[src/rtl/wdt_pkg.sv]
package wdt_pkg;
  localparam int unsigned ADR_W = 3;

  localparam logic [ADR_W-1:0] A_CTRL = 3'd0;
  localparam logic [ADR_W-1:0] A_TMO  = 3'd1;
  localparam logic [ADR_W-1:0] A_WIN  = 3'd2;
  localparam logic [ADR_W-1:0] A_SVC  = 3'd3;
  localparam logic [ADR_W-1:0] A_STAT = 3'd4;
  localparam logic [ADR_W-1:0] A_OBS  = 3'd5;

  localparam int unsigned KEY_W = 16;
  localparam logic [KEY_W-1:0] KEY_FIRST  = 16'hA602;
  localparam logic [KEY_W-1:0] KEY_SECOND = 16'hB480;

  typedef enum logic {SVC_IDLE, SVC_HALF} svc_st_e;

  // bit 0 = en ... bit 3 = irs
  typedef struct packed {
    logic irs;
    logic itr;
    logic wm;
    logic en;
  } ctrl_t;

  localparam int unsigned CTRL_W = $bits(ctrl_t);
endpackage

[src/rtl/wdt_rst_sync.sv]
module wdt_rst_sync #(
  parameter int unsigned STAGES = 2
) (
  input  logic clk,
  input  logic arst_n,
  output logic rst_n_o
);
  logic [STAGES-1:0] sh_q;
  logic [STAGES-1:0] sh_d;

  always_comb begin
    sh_d = {sh_q[STAGES-2:0], 1'b1};
  end

  always_ff @(posedge clk or negedge arst_n) begin
    if (!arst_n) sh_q <= '0;
    else         sh_q <= sh_d;
  end

  assign rst_n_o = sh_q[STAGES-1];
endmodule

[src/rtl/wdt_regs.sv]
module wdt_regs
  import wdt_pkg::*;
#(
  parameter int unsigned      CNT_W   = 16,
  parameter int unsigned      DW      = 32,
  parameter logic [CNT_W-1:0] TMO_RST = '1
) (
  input  logic             clk,
  input  logic             rst_n,
  input  logic             wr,
  input  logic [ADR_W-1:0] addr,
  input  logic [DW-1:0]    wdata,
  input  logic             tif_set,
  output ctrl_t            ctrl,
  output logic [CNT_W-1:0] tmo,
  output logic [CNT_W-1:0] win,
  output logic             tif,
  output logic             arm,
  output logic             svc_wr,
  output logic [KEY_W-1:0] svc_key
);
  ctrl_t            ctrl_d;
  logic [CNT_W-1:0] tmo_d;
  logic [CNT_W-1:0] win_d;
  logic             tif_d;

  always_comb begin
    ctrl_d = ctrl;
    tmo_d  = tmo;
    win_d  = win;
    tif_d  = tif;
    if (wr) begin
      case (addr)
        A_CTRL:  ctrl_d = ctrl_t'(wdata[CTRL_W-1:0]);
        A_TMO:   tmo_d  = wdata[CNT_W-1:0];
        A_WIN:   win_d  = wdata[CNT_W-1:0];
        A_STAT:  if (wdata[0]) tif_d = 1'b0;
        default: ;
      endcase
    end
    if (tif_set) tif_d = 1'b1;
  end

  always_ff @(posedge clk or negedge rst_n) begin
    if (!rst_n) begin
      ctrl <= '0;
      tmo  <= TMO_RST;
      win  <= '0;
      tif  <= 1'b0;
    end else begin
      ctrl <= ctrl_d;
      tmo  <= tmo_d;
      win  <= win_d;
      tif  <= tif_d;
    end
  end

  assign arm     = wr && (addr == A_CTRL) && wdata[0] && !ctrl.en;
  assign svc_wr  = wr && (addr == A_SVC);
  assign svc_key = wdata[KEY_W-1:0];
endmodule

[src/rtl/wdt_service.sv]
module wdt_service
  import wdt_pkg::*;
#(
  parameter int unsigned CNT_W = 16
) (
  input  logic             clk,
  input  logic             rst_n,
  input  ctrl_t            ctrl,
  input  logic             svc_wr,
  input  logic [KEY_W-1:0] svc_key,
  input  logic [CNT_W-1:0] cnt,
  input  logic [CNT_W-1:0] win,
  output logic             svc_ok,
  output logic             bad_err,
  output logic             bad_rst
);
  svc_st_e st_q;
  svc_st_e st_d;
  logic    win_open;
  logic    bad;

  assign win_open = !ctrl.wm || (cnt < win);

  always_comb begin
    st_d   = st_q;
    svc_ok = 1'b0;
    bad    = 1'b0;
    if (!ctrl.en) begin
      st_d = SVC_IDLE;
    end else if (svc_wr) begin
      if (!win_open) begin
        bad  = 1'b1;
        st_d = SVC_IDLE;
      end else if (st_q == SVC_IDLE) begin
        if (svc_key == KEY_FIRST) st_d = SVC_HALF;
        else                      bad  = 1'b1;
      end else begin
        st_d = SVC_IDLE;
        if (svc_key == KEY_SECOND) svc_ok = 1'b1;
        else                       bad    = 1'b1;
      end
    end
  end

  always_ff @(posedge clk or negedge rst_n) begin
    if (!rst_n) st_q <= SVC_IDLE;
    else        st_q <= st_d;
  end

  assign bad_err = bad && !ctrl.irs;
  assign bad_rst = bad &&  ctrl.irs;
endmodule

[src/rtl/wdt_counter.sv]
module wdt_counter
  import wdt_pkg::*;
#(
  parameter int unsigned CNT_W = 16
) (
  input  logic             clk,
  input  logic             rst_n,
  input  ctrl_t            ctrl,
  input  logic             arm,
  input  logic             tick,
  input  logic             svc_ok,
  input  logic [CNT_W-1:0] tmo,
  output logic [CNT_W-1:0] cnt,
  output logic             tif_set,
  output logic             to_rst
);
  localparam logic [CNT_W-1:0] ONE = CNT_W'(1);

  logic [CNT_W-1:0] cnt_d;
  logic             stage_q;
  logic             stage_d;
  logic             expire;

  assign expire = tick && (cnt <= ONE);

  always_comb begin
    cnt_d   = cnt;
    stage_d = stage_q;
    tif_set = 1'b0;
    to_rst  = 1'b0;
    if (arm) begin
      cnt_d   = tmo;
      stage_d = 1'b0;
    end else if (ctrl.en) begin
      if (svc_ok) begin
        cnt_d   = tmo;
        stage_d = 1'b0;
      end else if (expire) begin
        cnt_d = tmo;
        if (ctrl.itr && !stage_q) begin
          tif_set = 1'b1;
          stage_d = 1'b1;
        end else begin
          to_rst  = 1'b1;
          stage_d = 1'b0;
        end
      end else if (tick) begin
        cnt_d = cnt - ONE;
      end
    end
  end

  always_ff @(posedge clk or negedge rst_n) begin
    if (!rst_n) begin
      cnt     <= '0;
      stage_q <= 1'b0;
    end else begin
      cnt     <= cnt_d;
      stage_q <= stage_d;
    end
  end
endmodule

[src/rtl/win_watchdog.sv]
module win_watchdog
  import wdt_pkg::*;
#(
  parameter int unsigned      CNT_W       = 16,
  parameter int unsigned      DW          = 32,
  parameter logic [CNT_W-1:0] TMO_RST     = '1,
  parameter int unsigned      SYNC_STAGES = 2
) (
  input  logic             clk,
  input  logic             rst_n,
  input  logic             tick,
  input  logic             reg_wr,
  input  logic [ADR_W-1:0] reg_addr,
  input  logic [DW-1:0]    reg_wdata,
  output logic [DW-1:0]    reg_rdata,
  output logic             bus_err,
  output logic             irq,
  output logic             rst_req
);
  logic             rst_s_n;
  ctrl_t            ctrl;
  logic [CNT_W-1:0] tmo;
  logic [CNT_W-1:0] win;
  logic [CNT_W-1:0] cnt;
  logic             tif;
  logic             tif_set;
  logic             arm;
  logic             svc_wr;
  logic [KEY_W-1:0] svc_key;
  logic             svc_ok;
  logic             bad_err;
  logic             bad_rst;
  logic             to_rst;
  logic             rst_req_d;
  logic             bus_err_d;

  wdt_rst_sync #(.STAGES(SYNC_STAGES)) u_sync (
    .clk(clk), .arst_n(rst_n), .rst_n_o(rst_s_n)
  );

  wdt_regs #(.CNT_W(CNT_W), .DW(DW), .TMO_RST(TMO_RST)) u_regs (
    .clk(clk), .rst_n(rst_s_n), .wr(reg_wr), .addr(reg_addr),
    .wdata(reg_wdata), .tif_set(tif_set), .ctrl(ctrl), .tmo(tmo),
    .win(win), .tif(tif), .arm(arm), .svc_wr(svc_wr), .svc_key(svc_key)
  );

  wdt_service #(.CNT_W(CNT_W)) u_svc (
    .clk(clk), .rst_n(rst_s_n), .ctrl(ctrl), .svc_wr(svc_wr),
    .svc_key(svc_key), .cnt(cnt), .win(win), .svc_ok(svc_ok),
    .bad_err(bad_err), .bad_rst(bad_rst)
  );

  wdt_counter #(.CNT_W(CNT_W)) u_cnt (
    .clk(clk), .rst_n(rst_s_n), .ctrl(ctrl), .arm(arm), .tick(tick),
    .svc_ok(svc_ok), .tmo(tmo), .cnt(cnt), .tif_set(tif_set),
    .to_rst(to_rst)
  );

  always_comb begin
    rst_req_d = to_rst || bad_rst;
    bus_err_d = bad_err;
  end

  always_ff @(posedge clk or negedge rst_s_n) begin
    if (!rst_s_n) begin
      rst_req <= 1'b0;
      bus_err <= 1'b0;
    end else begin
      rst_req <= rst_req_d;
      bus_err <= bus_err_d;
    end
  end

  assign irq = tif && ctrl.itr;

  always_comb begin
    reg_rdata = '0;
    case (reg_addr)
      A_CTRL:  reg_rdata[CTRL_W-1:0] = ctrl;
      A_TMO:   reg_rdata[CNT_W-1:0]  = tmo;
      A_WIN:   reg_rdata[CNT_W-1:0]  = win;
      A_STAT:  reg_rdata[0]          = tif;
      A_OBS:   if (!ctrl.en) reg_rdata[CNT_W-1:0] = cnt;
      default: ;
    endcase
  end
endmodule

[config.mk]
export PLATFORM = sky130hd
export DESIGN_NAME = win_watchdog
export DESIGN_NICKNAME = d
export VERILOG_FILES = /design/src/rtl/wdt_pkg.sv /design/src/rtl/wdt_rst_sync.sv /design/src/rtl/wdt_regs.sv /design/src/rtl/wdt_service.sv /design/src/rtl/wdt_counter.sv /design/src/rtl/win_watchdog.sv
export SDC_FILE = /design/constraint.sdc
export NUM_CORES = 1
export LEC_CHECK = 0
export CELL_PAD_IN_SITES_DETAIL_PLACEMENT = 0
export CELL_PAD_IN_SITES_GLOBAL_PLACEMENT = 2
export CORE_MARGIN = 10
export CORE_UTILIZATION = 31
export DETAILED_ROUTE_END_ITERATION = 16
export PLACE_DENSITY = 0.75
export SYNTH_ARGS = -nofsm -noshare
export SYNTH_HDL_FRONTEND = slang
export SYNTH_HIERARCHICAL = 1
export SYNTH_SLANG_ARGS = --single-unit
[constraint.sdc]
create_clock -name clk -period 1.9 [get_ports clk]
set_input_delay 0.38 -clock clk [delete_from_list [all_inputs] [get_ports clk]]
set_output_delay 0.38 -clock clk [all_outputs]
set_load 0.1 [all_outputs]
# Yosys cells after proc, flatten, opt, wreduce, memory -nomap -nowiden
# Index checks and enable logic that the tools add are counted.
# classes
add_sub_neg	1
n_lt_le_gt_ge	2
n_eq_ne	8
n_mux	43
n_reduce_logical	28
# op_table
op	n
2-to-1 mux 16 bit	6
one-hot mux 12 bit (3 select lines)	1
2-to-1 mux 1 bit	34
== test 16 bit, second input constant	2
<= comparator 16 x 1 -> 1 bit, second input constant	1
less-than comparator 16 bit	1
subtractor 16 x 1 -> 16 bit, second input constant	1
one-hot mux 3 bit (4 select lines)	1
AND reduction 2 bit	5
logical AND 1 bit	9
nonzero test 2 bit	4
== test 3 x 2 -> 1 bit, second input constant	2
== test 3 bit, second input constant	2
one-hot mux 1 bit (5 select lines)	1
logical NOT 1 bit	4
nonzero test 4 bit	1
== test 3 x 1 -> 1 bit, second input constant	1
logical NOT 3 bit	1
AND reduction 3 bit	1
nonzero test 3 bit	1
logical OR 1 bit	2
inequality test 2 bit, second input constant	1
# word_totals
ff_bits	59
out_inout_bits	35
wordCells	95

# Logic depth before layout (Yosys ltp)
# Gate-level depths: netlist of run 1.
# logic_depth
word_depth	11
depth_mapped	13
depth_no_buf	12

# By module
# Netlist of run 1, hierarchy kept.
# by_module_without_submodules
module	instances	cells_each	area_each_um2
wdt_regs	1	100	1590.3
wdt_counter	1	147	1194.9
win_watchdog	1	74	581.8
wdt_service	1	73	526.8
wdt_rst_sync	1	3	53.8

# Worst setup path before layout of run 1
# Ideal clock, no wire load.
# synth_timing
path_kind	reg2reg
startpoint	reg u_cnt.cnt[15]
endpoint	reg u_cnt.cnt[12]
arrival_ns	2.985
path_slack_ns	-1.156
path_stages_with_launch	12
n_path_buf	1
synth_period_minus_slack_ns	3.056
path_cell_list	dfrtp_1 -> ha_1 -> nand4_1 -> or3_1 -> a221o_1 -> a31oi_1 -> nor3_1 -> nor2_1 -> o21ai_0 -> buf_2 -> or4_1 -> nand4_1
# synth_via
elab_chain_cells	8
word_cells_on_any_way	13
classes_between	order compare (2); mux (7); reduce/logical (4)
# synth_lines
item	line_no	text
start: declaration	wdt_counter.sv:13	output logic [CNT_W-1:0] cnt,
start signal: assignment	wdt_counter.sv:58	cnt <= cnt_d;
less-than comparator 16 bit (*)	wdt_service.sv:22	assign win_open = !ctrl.wm || (cnt < win);
logical OR 1 bit (*)	wdt_service.sv:22	
2-to-1 mux 1 bit (*)	wdt_service.sv:31	if (!win_open) begin
2-to-1 mux 1 bit (*)	wdt_service.sv:30	end else if (svc_wr) begin
2-to-1 mux 1 bit (*)	wdt_service.sv:28	if (!ctrl.en) begin
via svc_ok	win_watchdog.sv:30	logic svc_ok;
2-to-1 mux 16 bit	wdt_counter.sv:35	if (svc_ok) begin
2-to-1 mux 16 bit	wdt_counter.sv:34	end else if (ctrl.en) begin
2-to-1 mux 16 bit	wdt_counter.sv:31	if (arm) begin
# Mark *: on every way through the listed nets, which the timed path passes. The rest lies on a longest branch. The select of a mux whose other input is x is not followed.
# A chain may end at the register's enable or synchronous reset.

# Worst setup path in the final report of run 1
# layout_timing
startpoint	reg u_regs.win[8]
endpoint	reg u_cnt.cnt[8]
# layout_via
elab_chain_cells	8
word_cells_on_any_way	10
classes_between	order compare (1); mux (6); reduce/logical (3)
# layout_lines
item	line_no	text
start: declaration	wdt_regs.sv:16	output logic [CNT_W-1:0] win,
start signal: assignment	wdt_regs.sv:53	win <= win_d;
less-than comparator 16 bit (*)	wdt_service.sv:22	
logical OR 1 bit (*)	wdt_service.sv:22	
2-to-1 mux 1 bit (*)	wdt_service.sv:31	
2-to-1 mux 1 bit (*)	wdt_service.sv:30	
2-to-1 mux 1 bit (*)	wdt_service.sv:28	
via svc_ok	win_watchdog.sv:30	
2-to-1 mux 16 bit	wdt_counter.sv:35	
2-to-1 mux 16 bit	wdt_counter.sv:34	
2-to-1 mux 16 bit	wdt_counter.sv:31	
# Marked as above.

==> results of run 1 <==
cell families (layout without fill, tap and decap cells):
group / Yosys count / in the layout
compound gates: 75 / 75
fa+ha+maj: 17 / 17
buf+inv: 88 / 240
flops: 59 / 59
mux: 44 / 44
other cells: 2 / 17
simple gates: 112 / 113
worst reg2reg max path: cells and delay by family (launching register included):
family | cells | cell delay [ps]
buffers and inverters | 3 | 330
AND/OR/NAND/NOR | 4 | 940
AO/OA/AOI/OAI | 4 | 760
adder cells (fa/ha/maj) | 1 | 280
flip-flops | 1 | 350
multiplexers | 1 | 200
worst min path at each step:
stage              startpoint             end  slack (ps)  cells after the start
4_1_cts                 rst_n  u_sync/sh_q[0]         210                      1
2_1_floorplan           rst_n  u_sync/sh_q[0]          80                      0
5_1_grt                 rst_n  u_sync/sh_q[0]         220                      1
3_5_place_dp   u_sync/sh_q[1]         bus_err         280                      0
6_report                rst_n  u_sync/sh_q[0]         210                      1
3_3_place_gp   u_sync/sh_q[1]   u_regs/win[1]         280                      0
layer usage:
layer | global-route usage [%] | up-vias
li1 | - | 1757
met1 | 19.2 | 1860
met2 | 25.5 | 78
met3 | 2.04 | 13
met4 | 6.42 | 0
met5 | 0 | -
what timing repair did:
| item | in CTS | in global routing |
|---|---|---|
| buffers inserted | 15 | 10 |
| cloned | 1 | 1 |
| hold buffers | 0 | 0 |
| pin swaps | 34 | 24 |
| endpoints found under the setup margin | 37 | 37 |
| resized for setup | 54 | 27 |
| hold endpoints to repair | 0 | 0 |
metrics by stage:
stage | setup TNS, ps | total power, mW | cell area [um^2] | utilization (%) | cells
6_report | -22360 | 5.77 | 6300 | 50.1 | 737
3_3_place_gp | -50710 | 4.00 | 5530 | 44.0 | 697
4_1_cts | -22680 | 5.73 | 6150 | 48.9 | 728
3_5_place_dp | -53140 | 4.03 | 5530 | 44.0 | 697
5_1_grt | -24820 | 6.07 | 6300 | 50.1 | 737
2_1_floorplan | -13040 | 3.01 | 4110 | - | 412
registers in the layout (all words and copies together), names as in the netlist:
signal / flops
bus_err: 1
u_regs/ctrl: 4
u_sync/sh_q: 2
u_regs/tmo: 16
rst_req: 1
u_cnt/cnt: 16
u_regs/tif: 1
u_cnt/stage_q: 1
u_svc/st_q: 1
u_regs/win: 16
layout by cell type, fill, tap and decap left out, types with 4 or more instances in the layout:
master and n:
dfstp_2 16, a21oi_1 8, mux2_1 32, mux2i_1 7, buf_12 25, conb_1 17
nor3_1 9, nand4_1 8, inv_2 12, buf_4 123, dfrtp_1 40, clkbuf_16 9
nand2_1 19, nand3_1 14, buf_6 17, or4_1 4, o21ai_0 8, ha_1 13
nor2_1 9, a22oi_1 5, ha_4 4, clkdlybuf4s50_1 15, a222oi_1 12, inv_1 24
nand3b_1 5, mux2_2 4, o21ai_1 6
power by group through the flow:
stage | Sequential (mW) | Combinational, mW | Clock, mW
after floorplan | 1.78 | 1.23 | 0
after global placement | 1.77 | 2.23 | 0
after detailed placement | 1.78 | 2.25 | 0
after CTS | 1.77 | 2.38 | 1.58
after global routing | 1.81 | 2.63 | 1.64
final | 1.77 | 2.44 | 1.56
area by class of cell:
cell class,count,area share [%]
clock buffer,14,4.35
clock inverter,2,0.159
inverter,37,2.24
multi-input combinational,266,37.0
sequential,59,23.8
tap,172,3.42
timing repair buffer,187,29.0
==> results by group, run 1 <==
Run
  • Max-Cap Viols: 0

Yosys
  • Synth cell count leaders: 43 x dfrtp_1, 37 x inv_1, 34 x buf_4, 32 x mux2_1
  • Post-Synth Simple-Gate Area: ~18%
  • Ys flop type: dfrtp_1
  • Synthesized area per cell: roughly 9.9 um^2
  • Sequential fraction of the synthesis area: between 30% and 40%
  • Adder-Cell Fraction of Synth Area: 5.39%
  • Yosys top cell area share: 27.3%
  • Post-Syn Area: roughly 4000 um^2
  • Netlist cell types: 60
  • Synth warn: 6
  • EDFF count, synth: 0
  • Largest family of logic cells by synthesized area: simple AND/OR/NAND/NOR gates
  • Post-synthesis xor/xnor area fraction: 0%
  • Cells after synthesis: about 400
  • Largest area contributor in the netlist: dfrtp_1
  • Register bit total from synthesis: between 50 and 60
  • Top-count cell post-synth: dfrtp_1
  • Top cells by area, synth: dfrtp_1 27%, dfstp_2 11%, mux2_1 9.1%
  • Ys async rst share: between 90% and 100%
  • Synth Area in Compound Gates: 14.0%
  • Mux contribution to synthesized area: 12.3%

Floorplan
  • # rows: 41
  • I/O pins: 74
  • Core Area: around 13000 um^2
  • Initial Util: between 30% and 40%
  • Full die area: around 18000 um^2
  • Die X: roughly 130 um
  • Die height: between 100 and 150 um

Timing
  • Tcrit/Tclk final: 157%
  • Endpoints failing hold: 0
  • Slew headroom: a little over three fifths
  • Fin Hold WS: 210 ps
  • Maximum clock rate: around 330 MHz
  • Slew Viols, Final: 0
  • Worst Slack Setup Final: -1090 ps
  • Setup Skew: a little under 6 ps
  • Final Critical Period: ~3000 ps
  • RSZ-0062 raised after global routing: true
  • Worst-margin pin slew: about 550 ps
  • Setup Viol. Count Final: 37

Global route
  • Largest net degree at the start of global routing: 37
  • Initial antenna violation count: 0
  • Gr usage total: between 15 and 20%
  • First-pass GRT wire length: approximately 22 mm
  • GRT overflow: 0
  • Number of global-route vias before repair: 3954

Setup path
  • CP delay by family, top: simple AND/OR/NAND/NOR gates
  • CP Launch Point: u_regs/win[8]
  • Largest fanout on the critical path: 4
  • CP Capture Point: u_cnt/cnt[8]
  • Critical Path Max Stage Delay: about 430 ps
  • Slowest cell on crit path: or3_4
  • R2R setup slack: -1090 ps
  • WP depth: 13
  • Crit-path cells: inv_1, ha_1, nand4_1, or3_4, a221o_1, a31oi_2, nor3_2, buf_4, or2_4, a21oi_4, buf_6, mux2i_1, a22oi_1
  • Worst flop-to-flop path endpoint: u_cnt/cnt[8]
  • Setup crit end kind: flop
  • Crit path kind: reg2reg
  • Critical path buffers and inverters: 3
  • Worst Path Required: 2110 ps
  • Worst r2r path cells: 13
  • Crit start category: flop
  • CP arrival: 3190 ps
  • Critical R2R Launch: u_regs/win[8]

Route
  • WL met1: 6.06 mm
  • Routed wl met2: about 6.6 mm
  • WL per Instance: approximately 18 um
  • Initial DRC count: around 260
  • Via count: 3708
  • Top Layer Used: met4
  • First-pass iteration count of the detailed router: 5
  • Met3 Wirelength: about 440 um
  • # DRC: 0
  • Routed wire length: 13.4 mm
  • Drt via density: between 5 and 6
  • Final ANT Viol Nets: 0

Pwr
  • Leakage Power: roughly 2.9 nW
  • Sequential share of power: a little under a third
  • Internal power: approximately 3.7 mW
  • P per Cell Area: slightly above 900 nW/um^2
  • Comb power frac: a little over two fifths
  • Clock power share: roughly 27%
  • Switching Fraction: a little over a third
  • Sw Pwr: around 2.1 mW
  • Max rail drop VDD: 0.662 mV

Clock tree
  • CTS clk-pin slew, worst paths: approximately 50 ps
  • Sink Count: between 50 and 60
  • Root buf cell: clkbuf_16
  • Num CTS Buffers: 9
  • CTS tree: built
  • CTS max path bufs: 2
  • Htree depth: 3
  • Clk_lat worst skew: between 300 and 400 ps

Place
  • DP Worst Slack: -1640 ps
  • Buffers on Ports: 41
  • Placer congestion estimate: approximately 0.94
  • DPL Wire Length: approximately 10 mm

Cells and area
  • Synth-to-layout area growth: 59.6%
  • Multi-input gate area: 2330 um^2
  • Ant. Diodes: 0
  • Nets@finish: a little over 600
  • # fillers: between 1000 and 1500
  • Layout cells sized above 1: a little under half
  • Register area: about 1500 um^2

Worst hold path
  • HP Class: in2async

Status
  • Violated checks: setup timing
  • Status: complete, but fails checks
Note: power is estimated with default switching activity, not from simulation.
==> run 2: changes to the inputs <==
--- a/config.mk
+++ b/config.mk
@@ -7,10 +7,11 @@
 export LEC_CHECK = 0
 export CELL_PAD_IN_SITES_DETAIL_PLACEMENT = 0
 export CELL_PAD_IN_SITES_GLOBAL_PLACEMENT = 2
+export CORE_ASPECT_RATIO = 1.4
 export CORE_MARGIN = 10
-export CORE_UTILIZATION = 31
+export CORE_UTILIZATION = 33
 export DETAILED_ROUTE_END_ITERATION = 16
-export PLACE_DENSITY = 0.75
+export PLACE_DENSITY = 0.8
 export SYNTH_ARGS = -nofsm -noshare
 export SYNTH_HDL_FRONTEND = slang
 export SYNTH_HIERARCHICAL = 1
==> results by group, run 2 (synthesized netlist as in run 1, its figures left out) <==
Setup path
  • Worst flop-to-flop path endpoint: u_cnt/cnt[7]
  • Crit-path cells: inv_1, ha_4, nand4_1, or3_1, a221o_1, a31oi_2, nor3_2, buf_4, or2_4, a21oi_4, buf_6, mux2i_1, a22oi_1
  • Crit path kind: reg2reg
  • Slowest cell on crit path: or3_1
  • Critical R2R Launch: u_regs/win[11]
  • Largest fanout on the critical path: 6 (+2)
  • Worst Path Required: 2110 ps (about the same)
  • Critical Path Max Stage Delay: 380 ps (-50 ps)
  • R2R setup slack: -1030 ps (+60 ps)
  • CP arrival: 3130 ps (-60 ps)
  • Setup crit end kind: flop
  • Crit start category: flop
  • Worst r2r path cells: 13 (unchanged)

Clock tree
  • CTS tree: built
  • Root buf cell: clkbuf_16
  • Htree depth: 3 (unchanged)
  • CTS max path bufs: 2 (unchanged)
  • Clk_lat worst skew: 340 ps (about the same)
  • Num CTS Buffers: 9 (unchanged)
  • CTS clk-pin slew, worst paths: 50 ps (about the same)
  • Sink Count: 59 (unchanged)

Route
  • # DRC: 0 (unchanged)
  • Drt via density: 5.41 (+7.5%)
  • Routed wire length: 14.0 mm (+4.7%)
  • First-pass iteration count of the detailed router: 5 (unchanged)
  • Initial DRC count: 210 (-20%)
  • Via count: 3860 (+4.1%)
  • WL per Instance: 19.7 um (+8.1%)
  • Final ANT Viol Nets: 0 (unchanged)

Global route
  • Gr usage total: 16.3% (+1.1 points)
  • Initial antenna violation count: 0 (unchanged)
  • Largest net degree at the start of global routing: 35 (-5.4%)
  • First-pass GRT wire length: 21.6 mm (about the same)
  • GRT overflow: 0 (unchanged)
  • Number of global-route vias before repair: 4106 (+3.8%)

Cells and area
  • Commonest non-fill, non-tap cell in the layout: buf_4
  • Cell area after layout: 6390 um^2 (+1.4%)
  • Synth-to-layout area growth: 61.8%
  • Most frequent cells in the layout: 123 x buf_4, 40 x dfrtp_1, 32 x mux2_1
  • Biggest regs: u_cnt/cnt: 16 flops, u_regs/tmo: 16 flops, u_regs/win: 16 flops
  • Layout cells sized above 1: 49.6% (+1.8 points)
  • Final std cells w/o fill: 714 (-3.1%)
  • Nets@finish: 618 (+0.32%)
  • Ant. Diodes: 0 (unchanged)

Pwr
  • P per Cell Area: 964 nW/um^2 (+5.3%)
  • Leakage Power: 2.88 nW (+0.60%)
  • Max rail drop VDD: 0.577 mV (-13%)
  • Clock power share: 29.4% (+2.4 points)
  • Sequential share of power: 28.7% (-2.0 points)
  • Switching Fraction: 35.5% (-0.79 points)
  • Comb power frac: 41.9% (-0.4 points)
  • Internal power: 3.97 mW (+8.0%)
  • Sw Pwr: 2.19 mW (+4.4%)

Place
  • Placer congestion estimate: 0.890 (-5.1%)
  • Dpl cell area: 5470 um^2 (-1.1%)
  • DPL Wire Length: 10.5 mm (+4.3%)
  • Buffers on Ports: 41 (unchanged)
  • Placed cells: 668 (-4.2%)

Timing
  • RSZ-0062 raised after global routing: true
  • Tcrit/Tclk final: 154% (-3.2 points)
  • Slew Viols, Final: 0 (unchanged)
  • Maximum clock rate: 342 MHz (+2.1%)
  • Worst Slack Setup Final: -1030 ps (+60.6 ps)
  • Final Critical Period: 2930 ps (-60.6 ps)
  • Slew headroom: 62.4% (-0.72 points)
  • Setup Viol. Count Final: 37 (unchanged)
  • Worst-margin pin slew: 564 ps (+10.8 ps)
  • Endpoints failing hold: 0 (unchanged)
  • Setup Skew: 7.44 ps (+1.52 ps)

Floorplan
  • # rows: 47 (+15%)
  • Die X: 112 um (-15%)
  • Core Area: 11800 um^2 (-6.4%)
  • Full die area: 16800 um^2 (-4.8%)
  • Die height: 149 um (+12%)
  • Initial Util: 33.6% (+2.2 points)
  • I/O pins: 74 (unchanged)

Worst hold path
  • HP Class: reg2async

Status
  • Violated checks: setup timing
  • Status: complete, but fails checks

Run
  • Max-Cap Viols: 0 (unchanged)
==> run 2: cell types whose count changed in the layout (fill, tap and decap cells not counted), sizes merged <==
cell / delta
clkinv: -1
nor2b: -1
dlygate4sd2: +1
dlymetal6s2s: -3
buf: +2
clkbuf: -1
bufinv: +2
clkdlybuf4s50: +2
clkinvlp: +1
==> run 2: cell type report <==
class,count,area (um^2)
inverter,37,139
tap,147,184
sequential,59,1500
fill,1014,5370
multi-input combinational,265,2390
clock buffer,12,256
clock inverter,4,72.6
timing repair buffer,190,1850
==> run 2: routing by layer <==
metal	wire [um]	GRT usage, %
met5	0	0
met1	5440	17.1
met2	7220	28.6
met3	665	3.04
met4	706	11.8
==> run 2: power by group through the flow <==
stage          clock, mW  combinational (mW)  sequential [mW]
3_5_place_dp           0                2.27             1.78
3_3_place_gp           0                2.23             1.77
5_1_grt             1.87                2.76             1.79
2_1_floorplan          0                1.23             1.78
6_report            1.81                2.58             1.77
4_1_cts             1.84                2.47             1.76
==> run 2: worst max-delay path by stage <==
stage / end / start / depth (start not counted)
3_5_place_dp: u_cnt/cnt[15] / reg_wdata[2] / 11
6_report: u_cnt/cnt[7] / u_regs/win[11] / 13
4_1_cts: u_cnt/cnt[2] / u_regs/win[9] / 13
5_1_grt: u_cnt/cnt[7] / u_regs/win[11] / 13
2_1_floorplan: u_cnt/cnt[12] / u_cnt/cnt[5] / 11
3_3_place_gp: u_cnt/cnt[7] / reg_wdata[3] / 12
==> run 2: worst max-delay path, delay by kind of cell, from the launching register on <==
kind	cells	cell delay, ps
AO/OA/AOI/OAI	4	740
buffers and inverters	3	380
flip-flops	1	360
multiplexers	1	180
adder cells (fa/ha/maj)	1	270
AND/OR/NAND/NOR	4	860
==> run 2: what timing repair did <==
item                       in CTS  in global routing
setup endpoints to repair      37                 37
setup buffers                  23                 11
gates resized for setup        74                 17
pin swaps                      39                 11
hold buffers                    0                  0
==> run 2: stage by stage <==
stage | setup TNS, ps | hold WS (ps) | utilization (%) | power [mW] | worst slack (ps)
after floorplan | -13040 | 84.4 | - | 3.01 | -792
after global placement | -47050 | 117 | 46.5 | 4.00 | -1360
after detailed placement | -47640 | 118 | 46.5 | 4.05 | -1360
after CTS | -20990 | 123 | 53.1 | 6.07 | -1010
after global routing | -24960 | 136 | 54.3 | 6.43 | -1150
final | -21520 | 119 | 54.3 | 6.16 | -1030
